### src/rtl/fpst_pkg.sv
package fpst_pkg;
  typedef enum logic [2:0] {
    CLS_ZERO,
    CLS_DENORM,
    CLS_NORMAL,
    CLS_INF,
    CLS_QNAN,
    CLS_SNAN
  } fp_class_e;
endpackage

### src/rtl/fpst_classify.sv
module fpst_classify #(
  parameter int EXP_W  = 11,
  parameter int FRAC_W = 52
) (
  input  logic [EXP_W-1:0]     exp_i,
  input  logic [FRAC_W-1:0]    frac_i,
  output fpst_pkg::fp_class_e  cls_o
);
  import fpst_pkg::*;

  logic exp_zero, exp_ones, frac_zero;

  assign exp_zero  = (exp_i == '0);
  assign exp_ones  = (exp_i == '1);
  assign frac_zero = (frac_i == '0);

  always_comb begin
    if (exp_zero)       cls_o = frac_zero ? CLS_ZERO : CLS_DENORM;
    else if (!exp_ones) cls_o = CLS_NORMAL;
    else if (frac_zero) cls_o = CLS_INF;
    else if (frac_i[FRAC_W-1]) cls_o = CLS_QNAN;
    else                cls_o = CLS_SNAN;
  end
endmodule

### src/rtl/fpst_to_single.sv
module fpst_to_single #(
  parameter int EXP_W    = 11,
  parameter int FRAC_W   = 52,
  parameter int S_EXP_W  = 8,
  parameter int S_FRAC_W = 23
) (
  input  logic                   sign_i,
  input  logic [EXP_W-1:0]       exp_i,
  input  logic [FRAC_W-1:0]      frac_i,
  input  fpst_pkg::fp_class_e    cls_i,
  input  logic                   is_single_i,
  output logic [S_EXP_W+S_FRAC_W:0] data_o
);
  import fpst_pkg::*;

  localparam int BIAS_DIFF = (1 << (EXP_W-1)) - (1 << (S_EXP_W-1));
  localparam int MANT_W    = S_FRAC_W + 1;

  logic [S_FRAC_W-1:0] top_frac;
  logic [MANT_W-1:0]   mant, shifted;
  logic [EXP_W-1:0]    sh_amt, rebiased;
  logic                too_small;
  logic [S_FRAC_W-1:0] tiny_frac;

  assign top_frac  = frac_i[FRAC_W-1 -: S_FRAC_W];
  assign mant      = {1'b1, top_frac};
  assign too_small = (exp_i <= EXP_W'(BIAS_DIFF));
  assign sh_amt    = EXP_W'(BIAS_DIFF + 1) - exp_i;
  assign shifted   = mant >> sh_amt;
  assign tiny_frac = (sh_amt >= EXP_W'(MANT_W)) ? '0 : shifted[S_FRAC_W-1:0];
  assign rebiased  = exp_i - EXP_W'(BIAS_DIFF);

  always_comb begin
    unique case (cls_i)
      CLS_ZERO:   data_o = {sign_i, {S_EXP_W{1'b0}}, {S_FRAC_W{1'b0}}};
      CLS_DENORM: data_o = is_single_i ? {sign_i, {S_EXP_W{1'b0}}, top_frac}
                                       : {sign_i, {S_EXP_W{1'b0}}, {S_FRAC_W{1'b0}}};
      CLS_NORMAL: begin
        if (!is_single_i && too_small)
          data_o = {sign_i, {S_EXP_W{1'b0}}, tiny_frac};
        else
          data_o = {sign_i, rebiased[S_EXP_W-1:0], top_frac};
      end
      default:    data_o = {sign_i, {S_EXP_W{1'b1}}, top_frac};
    endcase
  end
endmodule

### src/rtl/fpst_to_double.sv
module fpst_to_double #(
  parameter int EXP_W    = 11,
  parameter int FRAC_W   = 52,
  parameter int S_EXP_W  = 8
) (
  input  logic [EXP_W+FRAC_W:0]  value_i,
  input  fpst_pkg::fp_class_e    cls_i,
  input  logic                   is_single_i,
  output logic [EXP_W+FRAC_W:0]  data_o
);
  import fpst_pkg::*;

  localparam int BIAS_DIFF = (1 << (EXP_W-1)) - (1 << (S_EXP_W-1));
  localparam int POS_W     = $clog2(FRAC_W + 1);

  logic [FRAC_W-1:0] frac;
  logic [POS_W-1:0]  lead_pos, norm_sh;
  logic [FRAC_W-1:0] norm_frac;
  logic [EXP_W-1:0]  norm_exp;

  assign frac = value_i[FRAC_W-1:0];

  always_comb begin
    lead_pos = '0;
    for (int i = 0; i < FRAC_W; i++) begin
      if (frac[i]) lead_pos = POS_W'(i);
    end
  end

  assign norm_sh   = POS_W'(FRAC_W) - lead_pos;
  assign norm_frac = frac << norm_sh;
  assign norm_exp  = EXP_W'(BIAS_DIFF + 1) - EXP_W'(norm_sh);

  always_comb begin
    if (is_single_i && cls_i == CLS_DENORM)
      data_o = {value_i[EXP_W+FRAC_W], norm_exp, norm_frac};
    else
      data_o = value_i;
  end
endmodule

### src/rtl/fp_store_fmt.sv
module fp_store_fmt #(
  parameter int EXP_W    = 11,
  parameter int FRAC_W   = 52,
  parameter int S_EXP_W  = 8,
  parameter int S_FRAC_W = 23
) (
  input  logic                        clk,
  input  logic                        rst,
  input  logic                        in_valid,
  output logic                        in_ready,
  input  logic [EXP_W+FRAC_W:0]       in_value,
  input  logic                        in_is_single,
  input  logic                        in_dbl_store,
  output logic                        out_valid,
  input  logic                        out_ready,
  output logic [EXP_W+FRAC_W:0]       out_data,
  output logic                        out_dbl
);
  import fpst_pkg::*;

  localparam int D_W = 1 + EXP_W + FRAC_W;
  localparam int S_W = 1 + S_EXP_W + S_FRAC_W;

  fp_class_e      cls;
  logic [S_W-1:0] single_res;
  logic [D_W-1:0] double_res, next_data;
  logic           accept;

  fpst_classify #(.EXP_W(EXP_W), .FRAC_W(FRAC_W)) u_cls (
    .exp_i  (in_value[D_W-2 -: EXP_W]),
    .frac_i (in_value[FRAC_W-1:0]),
    .cls_o  (cls)
  );

  fpst_to_single #(.EXP_W(EXP_W), .FRAC_W(FRAC_W),
                   .S_EXP_W(S_EXP_W), .S_FRAC_W(S_FRAC_W)) u_sgl (
    .sign_i      (in_value[D_W-1]),
    .exp_i       (in_value[D_W-2 -: EXP_W]),
    .frac_i      (in_value[FRAC_W-1:0]),
    .cls_i       (cls),
    .is_single_i (in_is_single),
    .data_o      (single_res)
  );

  fpst_to_double #(.EXP_W(EXP_W), .FRAC_W(FRAC_W), .S_EXP_W(S_EXP_W)) u_dbl (
    .value_i     (in_value),
    .cls_i       (cls),
    .is_single_i (in_is_single),
    .data_o      (double_res)
  );

  assign in_ready  = !out_valid || out_ready;
  assign accept    = in_valid && in_ready;
  assign next_data = in_dbl_store ? double_res : {{(D_W-S_W){1'b0}}, single_res};

  always_ff @(posedge clk) begin
    if (rst) begin
      out_valid <= 1'b0;
    end else if (accept) begin
      out_valid <= 1'b1;
    end else if (out_ready) begin
      out_valid <= 1'b0;
    end
  end

  always_ff @(posedge clk) begin
    if (rst) begin
      out_data <= '0;
      out_dbl  <= 1'b0;
    end else if (accept) begin
      out_data <= next_data;
      out_dbl  <= in_dbl_store;
    end
  end
endmodule

### config.mk
export PLATFORM = sky130hd
export DESIGN_NAME = fp_store_fmt
export DESIGN_NICKNAME = d
export VERILOG_FILES = /design/src/rtl/fpst_pkg.sv /design/src/rtl/fpst_classify.sv /design/src/rtl/fpst_to_single.sv /design/src/rtl/fpst_to_double.sv /design/src/rtl/fp_store_fmt.sv
export SDC_FILE = /design/constraint.sdc
export NUM_CORES = 1
export LEC_CHECK = 0
export ABC_AREA = 1
export BUFFER_PORTS_ARGS = -buffer_cell sky130_fd_sc_hd__buf_2
export CORE_UTILIZATION = 34
export DETAILED_ROUTE_END_ITERATION = 6
export GPL_ROUTABILITY_DRIVEN = 1
export GPL_TIMING_DRIVEN = 1
export PLACE_DENSITY_LB_ADDON = 0.12
export SLEW_MARGIN = 30
export SYNTH_ARGS = -nofsm -noshare
export SYNTH_HDL_FRONTEND = slang
export SYNTH_SLANG_ARGS = --single-unit
### constraint.sdc
create_clock -name clk -period 14.8 [get_ports clk]
set_clock_uncertainty 0.05 [all_clocks]
set_input_delay 2.22 -clock clk [delete_from_list [all_inputs] [get_ports clk]]
set_output_delay 2.22 -clock clk [all_outputs]
set_load 0.05 [all_outputs]
==> out/results.txt, run 1 <==
Initial antenna violation count - 1
CTS buffer count - 9
Seq/Total Area, Yosys - 0.1551
Tot Pwr - 809.1 uW
Number of global-route vias before repair - 11210
Synth area leaders - nand3_1 (26%), nand2_1 (20%), dfxtp_1 (16%), a21oi_1 (8.2%), o21ai_0 (4.9%)
Hold buffer count at cts - 0
DP Area - 9270 um2
Drt pass-1 iters - 6
Ys flop type - dfxtp_1
Share of layout cells above drive strength 1 - 0.1186
Routed Antenna Nets - 0
Worst Tran Pin Value - 987.1 ps
Synth area leader - nand3_1
RSZ-0062 raised after global routing - no
Starting Density - 0.3483
Fmax - 0.1043 GHz
Clock Latency Late Sink - 330 ps
Mapped Cells - 1611
DP HPWL - 36220 um
Worst-path clk slew - 60 ps
Most frequent CP cell - nand2_1
Worst Path Max Fanout - 60
Post-synth top area share - 0.2591
# nets final - 1730
CP Launch Type - input port
IO Count - 137
Postcts setup bufs - 0
Slew headroom - 0.3410
WL final - 47950 um
CP max stage cell - clkinv_2
Mapped Area - 8519 um2
Crit path capture type - flop
CP delay by family, top - simple AND/OR/NAND/NOR gates
Synth unique cells - 43
GPL Wtd Cong - 1.008
Final number of hold-violating endpoints - 0
Critical Path AT - 9810 ps
YS warnings - 0
PD cells - 84.48 nW/um2
Post-route cell area - 9578 um2
Met2 usage - 0.5895
Peak supply drop - 0.05590 mV
CTS tree - yes
Met3 Use GR - 0.04855
Most frequent cell after synthesis - nand2_1
Placed cell count - 1969
GR Util All Layers - 0.3695
DRC - 0
Pins Over Slew Limit - 0
Non-Filler Instances - 1986
Status - finished clean
Largest net degree at the start of global routing - 66
CTS Buffer Depth - 2
Final min period - 9591 ps
Root buf cell - clkbuf_16
Clk sinks - 66
Max_cap viols - 0
Core area - 24460 um2
FP Rows - 57
Worst Path Required - 15020 ps
Hold WC Path Type - reg2reg
Post-CTS resize count - 0
Critical Path Max Stage Delay - 860 ps
Setup violators final - 0
Via count - 12100
FF+latch count, synth - 66
Post-synth top cells - nand2_1 (458), nand3_1 (441), a21oi_1 (139)
Final global-route overflow total - 0
Crit share post-route - 0.6481
Crit path kind - in2reg
Synth async-reset ratio - 0
First-pass GRT wire length - 71500 um
Hold slack - 409.9 ps
Buffers on Ports - 136
Syn Nets - 1685
1st-iter DRT viols - 1469
GR Layer Usage met1 - 0.4689
Global route hottest layer - met2
Syn_area_per_cell - 5.288 um2
P&R area growth vs syn - 12.42%
Worst Path Buf+Inv - 4
Die area - 25690 um2
DIE WIDTH - 160.3 um
DIE HEIGHT - 160.3 um
Via/cell ratio - 6.093
Post-synth EDFFs - 0
Pleak - 0.004412 uW
Setup TNS Final - 0 ps
H-tree Lvls - 3
DR WL/cell - 24.15 um
[worst paths after layout]
kind,to,depth (start not counted),slack [ps],start
setup reg to reg,out_data[12],7,12070,out_valid
setup / recovery,out_data[5],61,5210,in_value[2]
hold / removal,out_data[47],2,410,out_data[47]
hold reg to reg,out_data[47],2,410,out_data[47]
[per-layer routing]
layer / part of all wire / vias up
li1: - / 5635
met1: 0.41 / 5629
met2: 0.44 / 683
met3: 0.075 / 153
met4: 0.072 / 0
met5: 0 / -
[power by group]
part	switching [uW]	total [uW]	internal [uW]
Combinational	296	394	98.1
Clock	86.2	222	135
Sequential	5.68	194	188
Total	388	809	421
[logic make-up after synthesis]
logic type                 after synthesis  synth area share
muxes                                   13           0.01527
and+or+nand+nor                        988            0.5118
adders and majority gates                4          0.005875
AOI/OAI and AO/OA                      311            0.2015
xor gates and xnor gates                 6          0.006168
DFF                                     66            0.1551
buffers and inverters                  223            0.1043
[layout make-up]
| type | count | area, um2 |
|---|---|---|
| tap | 324 | 405.4 |
| inverter | 105 | 395.4 |
| timing repair buffer | 152 | 800.8 |
| multi-input combinational | 1322 | 6349 |
| clock inverter | 6 | 65.06 |
| sequential | 66 | 1321 |
| fill | 2857 | 14880 |
| clock buffer | 10 | 239.0 |
| antenna | 1 | 2.502 |
[worst min-delay path: stages, from the launching register on]
cell and delay (ps):
dfxtp_1 300, nand2_1 60, a21oi_1 50
[metrics by stage]
stage | worst slack, ps | util
2_1_floorplan | 8255 | -
3_5_place_dp | 5554 | 0.3790
6_report | 5209 | 0.3915
3_3_place_gp | 5464 | 0.3790
5_1_grt | 4489 | 0.3914
4_1_cts | 5892 | 0.3914
[placed cells by master (no fill, tap or decap), types with 4 or more instances in the layout]
cell and n:
o21ai_0 84, o211ai_1 16, a22oi_1 4, nor4_1 13, nand4_1 9, o31ai_1 4
nand2_1 455, nand3_1 441, clkinv_1 6, nor2_1 53, dfxtp_1 66, a31oi_1 8
nor2_2 4, a21oi_1 139, o21ai_1 15, clkbuf_16 9, o21bai_1 4, mux2i_1 13
nand2_2 6, inv_1 88, inv_2 10, o22ai_1 22, buf_4 16, buf_2 136
[flip-flops by register name (all words and copies together), names as in the netlist]
register	cells
out_valid	1
out_dbl	1
out_data	64
Note: power is estimated with default switching activity, not from simulation.
==> run 2: changes to the inputs <==
==> constraint.sdc (replaced) <==
create_clock -name clk -period 8.4 [get_ports clk]
set_clock_uncertainty 0.05 [all_clocks]
set_input_delay 1.26 -clock clk [delete_from_list [all_inputs] [get_ports clk]]
set_output_delay 1.26 -clock clk [all_outputs]
set_load 0.05 [all_outputs]
==> run 2 against run 1 <==
- combinational power grew 78%
- sequential share of layout area shrank 0.17 points
- flip-flop and latch count did not move
- die area is the same
- non-clock buffer count up 7
- critical path depth down 1
- register-to-register slack worse by 6200 ps
- cell count rose by 0.30%
==> out/results.txt, run 2 (synthesized netlist as in run 1, its figures left out) <==
Worst Path Required - 8620 ps (-6400 ps)
Critical Path AT - 7100 ps (-2710 ps)
Setup violators final - 0 (unchanged)
DIE HEIGHT - 160.3 um (unchanged)
Pleak - 0.004486 uW (+1.7%)
Crit path capture type - flop
Setup TNS Final - 0 ps (unchanged)
FP Rows - 57 (unchanged)
Buffers on Ports - 136 (unchanged)
Hold path depth - 2 (unchanged)
WL final - 48200 um (+0.52%)
DIE WIDTH - 160.3 um (unchanged)
Most frequent CP cell - nand2_1
GR Util All Layers - 0.3689 (-0.0006280)
CP max stage cell - o22ai_1
Initial antenna violation count - 1 (unchanged)
Critical Path Max Stage Delay - 560 ps (-300 ps)
Share of layout cells above drive strength 1 - 0.1223 (+0.003699)
DR WL/cell - 24.20 um (+0.21%)
Postcts setup bufs - 0 (unchanged)
Via/cell ratio - 6.015 (-1.3%)
Commonest non-fill, non-tap cell in the layout - nand2_1
FILL cells - 2835 (-0.77%)
Pins Over Slew Limit - 0 (unchanged)
CP Launch Type - input port
CTS buffer count - 9 (unchanged)
Top Registers - out_data x64, out_dbl x1, out_valid x1
Largest Register - out_data
R2R depth - 10 (+3)
Max_cap viols - 0 (unchanged)
Worst-path clk slew - 60 ps (about the same)
Worst Path Max Fanout - 52 (-13%)
Number of global-route vias before repair - 10950 (-2.3%)
P&R area growth vs syn - 13.85%
IO Count - 137 (unchanged)
Largest register FFs - 64 (unchanged)
CTS Buffer Depth - 2 (unchanged)
Post-route cell area - 9699 um2 (+1.3%)
Worst Tran Pin Value - 885.4 ps (-101.7 ps)
Final global-route overflow total - 0 (unchanged)
Clk sinks - 66 (unchanged)
1st-iter DRT viols - 1514 (+3.1%)
GPL Wtd Cong - 1.031 (+2.4%)
CTS tree - yes
Hold buffer count at cts - 0 (unchanged)
Clock Latency Late Sink - 330 ps (about the same)
Largest net degree at the start of global routing - 89 (+35%)
Peak supply drop - 0.09275 mV (+66%)
H-tree Lvls - 3 (unchanged)
Crit path kind - in2reg
# nets final - 1737 (+0.40%)
Drt pass-1 iters - 6 (unchanged)
Die area - 25690 um2 (unchanged)
DRC - 0 (unchanged)
Slew headroom - 0.4097 (+0.06874)
Inserted Diodes - 0 (-1)
Root buf cell - clkbuf_16
Post-CTS resize count - 0 (unchanged)
Routed Antenna Nets - 0 (unchanged)
Status - finished clean
Hold WC Path Type - reg2reg
Starting Density - 0.3483 (unchanged)
PD cells - 153.2 nW/um2 (+81%)
DP HPWL - 36830 um (+1.7%)
Final number of hold-violating endpoints - 0 (unchanged)
DP Area - 9348 um2 (+0.84%)
Crit share post-route - 0.8193
RSZ-0062 raised after global routing - no
Fmax - 0.1453 GHz
Final min period - 6882 ps
Via count - 11980 (-0.98%)
Core area - 24460 um2 (unchanged)
First-pass GRT wire length - 70880 um (-0.87%)
Commonest cells after routing, fill and taps aside - nand2_1 (455), nand3_1 (441), a21oi_1 (139)
-- run 2: changes by cell type in the layout (fill, tap and decap cells not counted), sizes merged --
cell | previous run | this run
buf | 152 | 159
clkinv | 10 | 7
bufinv | 1 | 3
inv | 99 | 101
clkinvlp | 1 | 0
diode | 1 | 0
-- run 2: area by class of cell --
class | instances | area, um2 | area share
Inverter | 105 | 394.1 | 0.04063
Timing Repair Buffer | 159 | 878.3 | 0.09056
Sequential cell | 66 | 1321 | 0.1362
Clock inverter | 6 | 112.6 | 0.01161
Multi-Input combinational cell | 1322 | 6349 | 0.6545
Clock buffer | 10 | 239.0 | 0.02464
Tap cell | 324 | 405.4 | 0.04180
-- run 2: path summary, 6_finish.rpt --
check	from	slack, ps	to
worst max-delay path	in_value[2]	1520	out_data[4]
worst min-delay path	out_data[38]	410	out_data[38]
worst min register to register	out_data[38]	410	out_data[38]
worst max register to register	out_valid	5830	out_data[53]
-- run 2: layer usage --
metal  GRT usage  up-vias  part of all wire
li1            -     5644                 -
met1      0.4641     5484              0.40
met2      0.5804      687              0.44
met3     0.06457      167             0.090
met4      0.2390        0             0.075
met5           0        -                 0
-- run 2: through the flow --
stage	hold slack [ps]	total power, uW	cells	util	setup slack, ps
global placement	399.4	1032	1976	0.3821	1323
detailed placement	403.2	1028	1976	0.3821	1424
finish	410.0	1486	1992	0.3965	1518
floorplan	640.0	797.1	1611	-	2815
global route	428.9	1559	1992	0.3965	863.7
CTS	412.6	1474	1992	0.3965	1731
-- run 2: report_power, final --
part	total [uW]	internal (uW)	switching, uW
sequential	341	331	9.80
clock	445	299	146
combinational	700	176	523
total	1490	807	679
-- run 2: worst max-delay path: cells and delay by family --
kind	cells	cell delay, ps
AO/OA/AOI/OAI	2	690
XOR/XNOR	1	90
adder cells (fa/ha/maj)	1	200
buffers and inverters	3	740
AND/OR/NAND/NOR	53	4070
==> run 3: changes to the inputs <==
==> constraint.sdc (replaced) <==
create_clock -name clk -period 5.6 [get_ports clk]
set_clock_uncertainty 0.05 [all_clocks]
set_input_delay 0.84 -clock clk [delete_from_list [all_inputs] [get_ports clk]]
set_output_delay 0.84 -clock clk [all_outputs]
set_load 0.05 [all_outputs]
==> run 3 against run 2 <==
- wire length up 11%
- core utilization grew 11 points
- largest cell class unchanged
- sequential power up 50%
- cell count up 5.6%
==> out/results.txt, run 3 (synthesized netlist as in run 1, its figures left out) <==
Setup violators final - 0 (unchanged)
Switching power - 1219 uW (+79%)
Die area - 25690 um2 (unchanged)
CP Launch Type - input port
DIE HEIGHT - 160.3 um (unchanged)
Reg power frac - 0.201 (-0.028)
Worst Path Buf+Inv - 6 (+3)
Final global-route overflow total - 0 (unchanged)
DP HPWL - 39010 um (+5.9%)
Core area - 24460 um2 (unchanged)
RSZ-0062 raised after global routing - yes
Non-Filler Instances - 2103 (+5.6%)
Via/cell ratio - 6.165 (+2.5%)
Largest net degree at the start of global routing - 66 (-26%)
Placed cell count - 2065 (+4.5%)
CTS buffer count - 9 (unchanged)
Pleak - 0.005557 uW (+24%)
Peak supply drop - 0.1480 mV (+60%)
Commonest non-fill, non-tap cell in the layout - nand2_1
Pins Over Slew Limit - 0 (unchanged)
H-tree Lvls - 3 (unchanged)
Worst-path clk slew - 60 ps (about the same)
Sw frac - 0.4789 (+0.02179)
Root buf cell - clkbuf_16
Most frequent CP cell - nand3_1
Drt pass-1 iters - 6 (unchanged)
Clk sinks - 66 (unchanged)
# nets final - 1847 (+6.3%)
Crit path kind - in2reg
Commonest cells after routing, fill and taps aside - nand2_1 (406), nand3_1 (284), buf_2 (135)
Crit share post-route - 0.9175
Starting Density - 0.3483 (unchanged)
Largest register FFs - 64 (unchanged)
Max_cap viols - 0 (unchanged)
Top Registers - out_data x64, out_dbl x1, out_valid x1
PD cells - 207.4 nW/um2 (+35%)
Share of layout cells above drive strength 1 - 0.3110 (+0.1887)
FILL cells - 2611 (-7.9%)
First-pass GRT wire length - 74060 um (+4.5%)
Fmax - 0.1946 GHz
Tot Pwr - 2545 uW (+71%)
Number of global-route vias before repair - 11750 (+7.3%)
WL final - 53390 um (+11%)
Buffers on Ports - 136 (unchanged)
P&R area growth vs syn - 44.00%
Status - finished clean
Worst Path Max Fanout - 35 (-33%)
Hold slack - 409.8 ps (-0.1560 ps)
Slew headroom - 0.4389 (+0.02914)
Largest Register - out_data
Hold WC Path Type - reg2reg
Hold buffer count at cts - 0 (unchanged)
Via count - 12970 (+8.2%)
Critical Path Max Stage Delay - 570 ps (about the same)
DR WL/cell - 25.39 um (+4.9%)
FP Rows - 57 (unchanged)
Multi-input combinational cell area - 7750 um2 (+22%)
Clock share of power - 0.228 (-0.071)
1st-iter DRT viols - 1697 (+12%)
GR Util All Layers - 0.3845 (+0.01559)
Final Util - 0.5015 (+0.1050)
CP max stage cell - a311oi_1
Routed Antenna Nets - 0 (unchanged)
CTS tree - yes
Worst Path Required - 5820 ps (-2800 ps)
DIE WIDTH - 160.3 um (unchanged)
Final min period - 5138 ps
Comb power frac - 0.571 (+0.100)
IO Count - 137 (unchanged)
GPL Wtd Cong - 1.055 (+2.3%)
Crit path capture type - flop
Pint - 1326 uW (+64%)
FF+latch area - 1321 um2 (unchanged)
CP delay by family, top - simple AND/OR/NAND/NOR gates
Initial antenna violation count - 2 (+1)
Worst Tran Pin Value - 840.8 ps (-44.64 ps)
Final number of hold-violating endpoints - 0 (unchanged)
CTS Buffer Depth - 2 (unchanged)
DRC - 0 (unchanged)
Clock Latency Late Sink - 330 ps (about the same)
Critical Path AT - 5360 ps (-1740 ps)
-- run 3: path summary, 6_finish.rpt --
kind           startpoint            to  slack [ps]  depth (start not counted)
max           in_value[2]  out_data[45]         460                         39
min          out_data[21]  out_data[21]         410                          2
max reg2reg     out_valid  out_data[17]        3000                          8
min reg2reg  out_data[21]  out_data[21]         410                          2
-- run 3: layer usage --
metal  part of all wire  vias to the layer above  track usage
li1                   -                     5889            -
met1               0.39                     6122       0.4751
met4              0.075                        0       0.2571
met5                  0                        -            0
met2               0.44                      755       0.6170
met3              0.088                      200      0.06095
-- run 3: layout make-up --
type | count | share of cell area
Clock inverter | 6 | 0.005303
Antenna cell | 1 | 0.0002040
Multi-Input combinational cell | 1322 | 0.6317
Timing Repair Buffer | 269 | 0.1695
Sequential cell | 66 | 0.1077
Tap cell | 324 | 0.03304
Inverter | 105 | 0.03304
Clock buffer | 10 | 0.01948
-- run 3: power by group through the flow --
stage | registers (uW) | clock network, uW | logic (uW)
3_3_place_gp | 521 | 0 | 1130
6_report | 512 | 581 | 1450
5_1_grt | 514 | 610 | 1520
2_1_floorplan | 612 | 0 | 584
3_5_place_dp | 521 | 0 | 1130
4_1_cts | 511 | 586 | 1130
-- run 3: what timing repair did --
item / 4_1_cts / 5_1_grt
resized for setup: 0 / 322
endpoints found under the setup margin: 0 / 58
setup buffers: 0 / 11
-- run 3: through the flow --
stage          TNS, ps  instance area, um2  worst slack (ps)
2_1_floorplan        0                8519             434.6
4_1_cts              0               10440             386.7
5_1_grt          -6106               12270            -204.8
3_5_place_dp         0               10130             48.93
6_report             0               12270             461.7
3_3_place_gp    -157.5               10130            -75.00
-- run 3: worst min-delay path, stage by stage, from the launching register on --
cell and delay [ps]:
dfxtp_1 310, nand2_1 60, a21oi_1 50
